**src/rtl/dma_icr_pkg.sv**
```systemverilog
package dma_icr_pkg;
    localparam int REG_W     = 32;
    localparam int LOW_W     = 6;
    localparam int BERR_BIT  = 15;
    localparam int EN_LSB    = 16;
    localparam int MEN_BIT   = 23;
    localparam int FLAG_LSB  = 24;
    localparam int MFLAG_BIT = 31;
    localparam int MAX_CH    = MEN_BIT - EN_LSB;

    typedef enum logic {
        ST_CLEAR  = 1'b0,
        ST_RAISED = 1'b1
    } icr_state_e;
endpackage

```
**src/rtl/dma_icr_fields.sv**
```systemverilog
module dma_icr_fields
    import dma_icr_pkg::*;
#(
    parameter int NUM_CH = 7
) (
    input  logic              clk,
    input  logic              rst_n,
    input  logic              wr_en,
    input  logic [REG_W-1:0]  wr_data,
    input  logic [NUM_CH-1:0] done_pulse,
    input  logic              bus_err,
    output logic [LOW_W-1:0]  low_q,
    output logic              berr_q,
    output logic [NUM_CH-1:0] en_q,
    output logic              men_q,
    output logic [NUM_CH-1:0] flag_q,
    output logic              raise_cond
);
    logic [LOW_W-1:0]  low_d;
    logic              berr_d;
    logic [NUM_CH-1:0] en_d;
    logic              men_d;
    logic [NUM_CH-1:0] flag_d;
    logic [NUM_CH-1:0] kept;
    logic [NUM_CH-1:0] latched;
    logic              unused_wr_bits;

    assign unused_wr_bits = ^{wr_data[BERR_BIT-1:LOW_W], wr_data[MFLAG_BIT]};

    // Completion events use the enables held before this cycle.
    assign latched = done_pulse & en_q;
    assign kept    = wr_en ? (flag_q & ~wr_data[FLAG_LSB +: NUM_CH]) : flag_q;

    always_comb begin
        low_d  = wr_en ? wr_data[LOW_W-1:0]        : low_q;
        berr_d = (wr_en ? wr_data[BERR_BIT] : berr_q) | bus_err;
        en_d   = wr_en ? wr_data[EN_LSB +: NUM_CH] : en_q;
        men_d  = wr_en ? wr_data[MEN_BIT]          : men_q;
        flag_d = kept | latched;
    end

    // Summary condition from the post-update contents.
    assign raise_cond = (men_d && (|flag_d)) || berr_d;

    always_ff @(posedge clk or negedge rst_n) begin
        if (!rst_n) begin
            low_q  <= '0;
            berr_q <= 1'b0;
            en_q   <= '0;
            men_q  <= 1'b0;
            flag_q <= '0;
        end else begin
            low_q  <= low_d;
            berr_q <= berr_d;
            en_q   <= en_d;
            men_q  <= men_d;
            flag_q <= flag_d;
        end
    end

    for (genvar n = 0; n < NUM_CH; n++) begin : g_chk
        p_ack_clears_r4: assert property (@(posedge clk) disable iff (!rst_n)
            wr_en && wr_data[FLAG_LSB+n] && !done_pulse[n] |=> !flag_q[n]);
        p_zero_keeps_r4: assert property (@(posedge clk) disable iff (!rst_n)
            flag_q[n] && !(wr_en && wr_data[FLAG_LSB+n]) |=> flag_q[n]);
        p_masked_done_r5: assert property (@(posedge clk) disable iff (!rst_n)
            !en_q[n] && !flag_q[n] |=> !flag_q[n]);
        p_done_wins_r9: assert property (@(posedge clk) disable iff (!rst_n)
            done_pulse[n] && en_q[n] |=> flag_q[n]);
    end

    p_berr_sets_r8: assert property (@(posedge clk) disable iff (!rst_n)
        bus_err |=> berr_q);
endmodule

```
**src/rtl/dma_icr_master_fsm.sv**
```systemverilog
module dma_icr_master_fsm
    import dma_icr_pkg::*;
(
    input  logic clk,
    input  logic rst_n,
    input  logic raise_cond,
    output logic master_q,
    output logic irq_pulse
);
    icr_state_e state_q, state_d;
    logic       fire;

    always_comb begin
        state_d = state_q;
        fire    = 1'b0;
        unique case (state_q)
            ST_CLEAR: begin
                if (raise_cond) begin
                    state_d = ST_RAISED;
                    fire    = 1'b1;
                end
            end
            ST_RAISED: begin
                if (!raise_cond) begin
                    state_d = ST_CLEAR;
                end
            end
            default: state_d = ST_CLEAR;
        endcase
    end

    always_ff @(posedge clk or negedge rst_n) begin
        if (!rst_n) begin
            state_q <= ST_CLEAR;
        end else begin
            state_q <= state_d;
        end
    end

    always_ff @(posedge clk or negedge rst_n) begin
        if (!rst_n) begin
            irq_pulse <= 1'b0;
        end else begin
            irq_pulse <= fire;
        end
    end

    assign master_q = (state_q == ST_RAISED);

    p_pulse_on_edge_r7: assert property (@(posedge clk) disable iff (!rst_n)
        irq_pulse |-> master_q && !$past(master_q));
    p_pulse_single_r7: assert property (@(posedge clk) disable iff (!rst_n)
        irq_pulse |=> !irq_pulse);
    p_rise_pulses_r7: assert property (@(posedge clk) disable iff (!rst_n)
        $rose(master_q) |-> irq_pulse);
endmodule

```
**src/rtl/dma_irq_ctrl.sv**
```systemverilog
module dma_irq_ctrl
    import dma_icr_pkg::*;
#(
    parameter int NUM_CH = 7
) (
    input  logic              clk,
    input  logic              rst_n,
    input  logic              wr_en,
    input  logic [31:0]       wr_data,
    input  logic [NUM_CH-1:0] done_pulse,
    input  logic              bus_err,
    output logic [31:0]       rd_data,
    output logic              irq_pulse
);
    logic [LOW_W-1:0]  low_q;
    logic              berr_q;
    logic [NUM_CH-1:0] en_q;
    logic              men_q;
    logic [NUM_CH-1:0] flag_q;
    logic              raise_cond;
    logic              master_q;

    initial begin
        a_ch_count: assert (NUM_CH >= 1 && NUM_CH <= MAX_CH);
    end

    dma_icr_fields #(.NUM_CH(NUM_CH)) u_fields (
        .clk        (clk),
        .rst_n      (rst_n),
        .wr_en      (wr_en),
        .wr_data    (wr_data),
        .done_pulse (done_pulse),
        .bus_err    (bus_err),
        .low_q      (low_q),
        .berr_q     (berr_q),
        .en_q       (en_q),
        .men_q      (men_q),
        .flag_q     (flag_q),
        .raise_cond (raise_cond)
    );

    dma_icr_master_fsm u_fsm (
        .clk        (clk),
        .rst_n      (rst_n),
        .raise_cond (raise_cond),
        .master_q   (master_q),
        .irq_pulse  (irq_pulse)
    );

    always_comb begin
        rd_data                     = '0;
        rd_data[LOW_W-1:0]          = low_q;
        rd_data[BERR_BIT]           = berr_q;
        rd_data[EN_LSB +: NUM_CH]   = en_q;
        rd_data[MEN_BIT]            = men_q;
        rd_data[FLAG_LSB +: NUM_CH] = flag_q;
        rd_data[MFLAG_BIT]          = master_q;
    end

    p_master_rule_r6: assert property (@(posedge clk) disable iff (!rst_n)
        rd_data[MFLAG_BIT] == ((rd_data[MEN_BIT] && (|rd_data[30:FLAG_LSB])) || rd_data[BERR_BIT]));
    p_reserved_zero_r2: assert property (@(posedge clk) disable iff (!rst_n)
        rd_data[BERR_BIT-1:LOW_W] == '0);
endmodule

```
**config.mk**
```make
export PLATFORM = sky130hd
export DESIGN_NAME = dma_irq_ctrl
export DESIGN_NICKNAME = d
export VERILOG_FILES = /design/src/rtl/dma_icr_pkg.sv /design/src/rtl/dma_icr_fields.sv /design/src/rtl/dma_icr_master_fsm.sv /design/src/rtl/dma_irq_ctrl.sv
export SDC_FILE = /design/constraint.sdc
export NUM_CORES = 1
export LEC_CHECK = 0
export BUFFER_PORTS_ARGS = -buffer_cell sky130_fd_sc_hd__buf_2
export CORE_MARGIN = 2
export CORE_UTILIZATION = 39
export CTS_CLUSTER_DIAMETER = 80
export CTS_CLUSTER_SIZE = 28
export DETAILED_ROUTE_END_ITERATION = 7
export GPL_TIMING_DRIVEN = 0
export PLACE_DENSITY = 0.88
export SLEW_MARGIN = 20
export SYNTH_ARGS = -nofsm -noshare
export SYNTH_HDL_FRONTEND = slang
export SYNTH_SLANG_ARGS = --single-unit
export TNS_END_PERCENT = 10
```
**constraint.sdc**
```tcl
create_clock -name clk -period 2.2 [get_ports clk]
set_clock_uncertainty 0.05 [all_clocks]
set_input_delay 0.22 -clock clk [delete_from_list [all_inputs] [get_ports clk]]
set_output_delay 0.22 -clock clk [all_outputs]
set_load 0.05 [all_outputs]
```
# ---- Yosys cells after proc, flatten, opt, wreduce, memory -nomap -nowiden
# Index checks and enable logic that the tools add are counted.
dict set report op_classes {
  add_sub_neg 0
  n_mul 0
  div 0
  order_cmp 0
  eq_ne 0
  shifts 0
  muxes 5
  n_bitwise 5
  reduce_logical 3
}
# operator count
set ops {}
lappend ops {{AND 7 bit} 2}
lappend ops {{2-to-1 mux 7 bit} 1}
lappend ops {{NOT 7 bit} 1}
lappend ops {{bitwise OR 7 bit} 1}
lappend ops {{OR reduction 7 bit} 1}
lappend ops {{2-to-1 mux 1 bit} 4}
lappend ops {{logical AND 1 bit} 1}
lappend ops {{logical OR 1 bit} 1}
lappend ops {{bitwise OR 1 bit} 1}
dict set report totals {
  regBits 24
  latch_bits 0
  ramBits 0
  romBits 0
  input_bits 43
  elab_cells 20
  mem_count 0
}

# ---- Longest topological paths before layout
dict set report logic_depth {
  word_depth 9
  mapped_depth 5
}

# ---- Hierarchy
# Synthesis repeated with hierarchy kept, for this count alone.
dict set report unflattened {
  hier_cells 74
  area_unflattened_um2 1014.7
}
# module n_inst cells_each area_per_inst_um2 seq_area_each_um2
set modules_own_cells {}
lappend modules_own_cells {dma_icr_fields 1 58 857.1 550.5}
lappend modules_own_cells {dma_irq_ctrl 1 13 93.8 0.0}
lappend modules_own_cells {dma_icr_master_fsm 1 3 63.8 50.0}

# ---- Least setup slack after synthesis
# No wires, ideal clock.
dict set report synth_timing {
  path_kind {flip-flop to flip-flop}
  from {reg u_fields.en_q[2]}
  to {reg u_fsm.irq_pulse}
  t_arrival_ps 1545
  required_ps 2031
  slack_ps 487
  stages_incl_launch_ff 4
  path_buffers 0
  synth_period_minus_slack_ps 1713
  path_cell_list {dfrtp_1 -> a22o_1 -> or4_1 -> o21a_1}
}
dict set report synth_between {
  elab_chain_cells 7
}
# element line
set synth_lines {}
lappend synth_lines {{start: declaration} dma_icr_fields.sv:14} ;# output logic [NUM_CH-1:0] en_q,
lappend synth_lines {{start signal: assignment} dma_icr_fields.sv:55} ;# en_q <= en_d;
lappend synth_lines {{AND 7 bit} dma_icr_fields.sv:31} ;# assign latched = done_pulse & en_q;
lappend synth_lines {{bitwise OR 7 bit} dma_icr_fields.sv:39} ;# flag_d = kept | latched;
lappend synth_lines {{via u_fields.flag_d[2]} dma_icr_fields.sv:23} ;# logic [NUM_CH-1:0] flag_d;
lappend synth_lines {{OR reduction 7 bit} dma_icr_fields.sv:43} ;# assign raise_cond = (men_d && (|flag_d)) || berr_d;
lappend synth_lines {{logical AND 1 bit} dma_icr_fields.sv:43}
lappend synth_lines {{logical OR 1 bit} dma_icr_fields.sv:43}
lappend synth_lines {{2-to-1 mux 1 bit} dma_icr_master_fsm.sv:18} ;# if (raise_cond) begin
lappend synth_lines {{2-to-1 mux 1 bit} dma_icr_master_fsm.sv:16} ;# unique case (state_q)
lappend synth_lines {{via u_fsm.fire} dma_icr_master_fsm.sv:11} ;# logic fire;
lappend synth_lines {{end signal: assignment} dma_icr_master_fsm.sv:44} ;# irq_pulse <= fire;
lappend synth_lines {{end: declaration} dma_icr_master_fsm.sv:8} ;# output logic irq_pulse
# The timed path passes the listed nets, and every way through them passes these cells.
# A chain may end at the register's enable or synchronous reset.

# ---- Final worst setup path
dict set report layout_timing {
  from {reg u_fields.berr_q}
  to {reg u_fsm.irq_pulse}
}
dict set report layout_between {
  elab_chain_cells 5
}
# element line
set layout_lines {}
lappend layout_lines {{start: declaration} dma_icr_fields.sv:13} ;# output logic berr_q,
lappend layout_lines {{start signal: assignment} dma_icr_fields.sv:54} ;# berr_q <= berr_d;
lappend layout_lines {{2-to-1 mux 1 bit} dma_icr_fields.sv:36} ;# berr_d = (wr_en ? wr_data[BERR_BIT] : berr_q) | bus_err;
lappend layout_lines {{bitwise OR 1 bit} dma_icr_fields.sv:36}
lappend layout_lines {{logical OR 1 bit} dma_icr_fields.sv:43}
lappend layout_lines {{2-to-1 mux 1 bit} dma_icr_master_fsm.sv:18}
lappend layout_lines {{2-to-1 mux 1 bit} dma_icr_master_fsm.sv:16}
lappend layout_lines {{via u_fsm.fire} dma_icr_master_fsm.sv:11}
# The timed path passes the listed nets, and every way through them passes these cells.

==> metrics.md <==
| Metric | Value |
|---|---|
| Cell Area, Synth | 1020 sq um |
| Vias | 796 |
| Pin count of the biggest net entering global routing | 25 |
| Avg Vias per Cell | 4.55 |
| Most area-hungry cell type in the Yosys netlist | dfrtp_1 |
| Share of power burned in registers | 45.8% |
| Data arrival time of the critical path | 1790 ps |
| Sw frac | 37.6% |
| DR WL/cell | 12.4 um |
| Post-CTS resize count | 0 |
| I/O Buffers | 56 |
| Clock root cell | clkbuf_4 |
| Finished Layout Cells | 175 |
| Initial core utilization | 41.3% |
| Setup crit end kind | register |
| Routed WL | 2.16 mm |
| Total track usage | 15.1% |
| Synth top area share | 58.7% |
| Synth Area per Inst | 13.5 sq um |
| Hold Path End | u_fields.low_q[0]$_DFFE_PN0P_ |
| Setup Crit Path Kind | register to register |
| Least-Margin Pin Slew | 540 ps |
| Vias in the first global route | 842 |
| Worst-path fanout max | 3 |
| DRT iter0 DRCs | 5 |
| Worst EP required | 2350 ps |
| Power Dens Cells | 797 nW/um^2 |
| Tmin final | 1630 ps |
| Final ANT Viol Nets | 0 |
| RSZ-0062 raised after global routing | no |
| P_sw | 0.000425 W |
| Synthesis-to-layout area growth | 38.5% |
| Clk buf depth | 2 |
| DPL Wire Length | 1.76 mm |
| Sink Count | 24 |
| Max Clk Rate | 612 MHz |
| First-pass GRT wire length | 3.73 mm |
| Crit Reg-Reg Startpoint | u_fields.berr_q$_DFF_PN0_ |
| Worst Hold Depth | 2 |
| Flops & latches, synth | 24 |
| CTS clk-pin slew, worst paths | 120 ps |
| Logic pwr share | 34.7% |
| Worst-skew pair later-pin latency | 300 ps |
| Final global-route overflow total | 0 |
| Final Hold Violating Endpoints | 0 |
| Primary FF master, synth | dfrtp_1 |
| Clock power share | 19.5% |
| Width of the die | 55.2 um |
| Cells after Synth | 76 |
| CTS Buf Count | 3 |
| Drt drc | 0 |
| Slew HR | 64.0% |
| Area occupied by multi-input gates | 340 sq um |
| Setup bufs post-CTS | 0 |
| Pre-antenna DRT Iters | 2 |
| Sequential area share after synthesis | 58.7% |
| Period utilisation layout | 74.3% |
| I/O pin cnt | 76 |
| Worst R2R Setup Slack | 570 ps |
| VDD IR-drop max | 585 uV |
| Status | finished clean |
| Placed cells | 170 |
| Nature of the critical path startpoint | register |
| Min-delay src | wr_data[0] |
| Fill cells | 230 |
| Max-slew violations | 0 |
| R2R depth | 4 |
| Core Box Area | 2480 sq um |
| P_int | 0.000704 W |
| Gpl congestion | 0.709 |
| CTS HTree Levels | 1 |
| Die Ht | 55.2 um |
| Die ar. | 3050 sq um |
| Synth area leaders | dfrtp_1 59%, mux2_2 14%, buf_4 8.8% |
| Rows | 18 |
| HP Class | input pin to register |
| Initial antenna violation count | 0 |
| Antenna fix cells | 0 |
| Ys Warns | 0 |
| Number of synthesized flops with an enable pin | 0 |
| Worst R2R End | u_fsm.irq_pulse$_DFF_PN0_ |
| Ys async rst share | 100% |
| Max Cap Viol | 0 |
| Netlist cell types | 17 |
| CTS tree | built |
| Leakage | 0.748 nW |
| Share of cells above drive strength 1 | 60.7% |
| Fin Setup TNS | 0 ps |
| Net count reported at finish | 189 |
| Cts hold-fix bufs | 1 |
| Seq. cell area | 601 sq um |
| Final setup fails | 0 |
state kept, by name, summed over array words and instances, names as in the netlist:
| name | count |
|---|---|
| u_fields.men_q | 1 |
| u_fields.flag_q | 7 |
| u_fields.low_q | 6 |
| u_fsm.irq_pulse | 1 |
| u_fields.en_q | 7 |
| u_fsm.master_q | 1 |
| u_fields.berr_q | 1 |
routing by layer:
metal  vias to the layer above  track usage, %  wire [um]
met3                         2            3.75        178
met4                         0            5.23         10
met2                        46            27.6       1080
met5                         -               0          0
li1                        382               -          -
met1                       366            17.0        891
cell families after synthesis:
kind of cell | Yosys count | synth area share [%]
muxes | 14 | 15.3
other | 1 | 0.366
DFF | 24 | 58.7
buffers and inverters | 16 | 11.0
and+or+nand+nor | 10 | 5.38
AOI/OAI and AO/OA | 11 | 9.29
critical path, cell delays in order (launching register included):
cell and delay (ps):
dfrtp_1 390, and2b_1 160, a211oi_2 240, or4b_4 510, o21a_1 190
power groups by stage:
stage / Clock [W] / Combinational, W / Sequential [W]
after floorplan: 0 / 0.000132 / 0.000682
after global placement: 0 / 0.000388 / 0.000522
after detailed placement: 0 / 0.000394 / 0.000525
after CTS: 0.000233 / 0.000396 / 0.000518
after global routing: 0.000259 / 0.000412 / 0.000523
final: 0.000220 / 0.000392 / 0.000517
synthesized netlist by cell type (2+ instances only):
cell	number
a22o_1	7
mux2_2	13
inv_1	2
nand2_1	7
dfrtp_1	24
buf_4	12
stage by stage:
step / utilization (%) / hold slack [ps] / total power, W / area, sq um / setup WS, ps
global placement: 55.4 / 164 / 0.000910 / 1370 / 514
finish: 57.2 / 91.3 / 0.00113 / 1420 / 566
global route: 57.2 / 58.2 / 0.00119 / 1420 / 504
detailed placement: 55.4 / 176 / 0.000919 / 1370 / 494
floorplan: - / -126 / 0.000814 / 1050 / 487
CTS: 57.2 / 77.4 / 0.00115 / 1420 / 559
worst max path at each step:
stage / from / endpoint / slack (ps) / cells past startpoint
2_1_floorplan: u_fields.en_q[2]$_DFFE_PN0P_ / u_fsm.irq_pulse$_DFF_PN0_ / 490 / 3
3_3_place_gp: wr_en / u_fsm.irq_pulse$_DFF_PN0_ / 510 / 6
3_5_place_dp: wr_en / u_fsm.irq_pulse$_DFF_PN0_ / 490 / 6
4_1_cts: u_fields.berr_q$_DFF_PN0_ / u_fsm.irq_pulse$_DFF_PN0_ / 560 / 4
5_1_grt: u_fields.berr_q$_DFF_PN0_ / u_fsm.irq_pulse$_DFF_PN0_ / 500 / 4
6_report: u_fields.berr_q$_DFF_PN0_ / u_fsm.irq_pulse$_DFF_PN0_ / 570 / 4
layout make-up:
cell class | instances | area share (%)
buffer | 14 | 7.41
clock buffer | 4 | 2.56
inverter | 2 | 0.530
multi-input combinational | 44 | 24.0
sequential | 24 | 42.4
tap | 30 | 2.65
timing repair buffer | 57 | 20.5
layout by cell type (no fill, tap or decap):
cell type	Yosys	layout
inv_1	2	2
and2b_1	1	1
mux2_2	13	13
a22o_1	7	7
buf_6	1	1
or4b_4	1	1
nand2_1	7	7
clkbuf_4	0	3
o21a_1	1	1
dlygate4sd3_1	0	1
a211oi_2	1	1
buf_4	12	12
o22a_1	1	1
a21oi_1	1	1
dfrtp_1	24	24
clkbuf_1	1	1
buf_2	0	56
conb_1	1	9
or4_1	1	1
clkbuf_8	0	1
mux2i_1	1	1
Power figures use the tool's default switching activity.
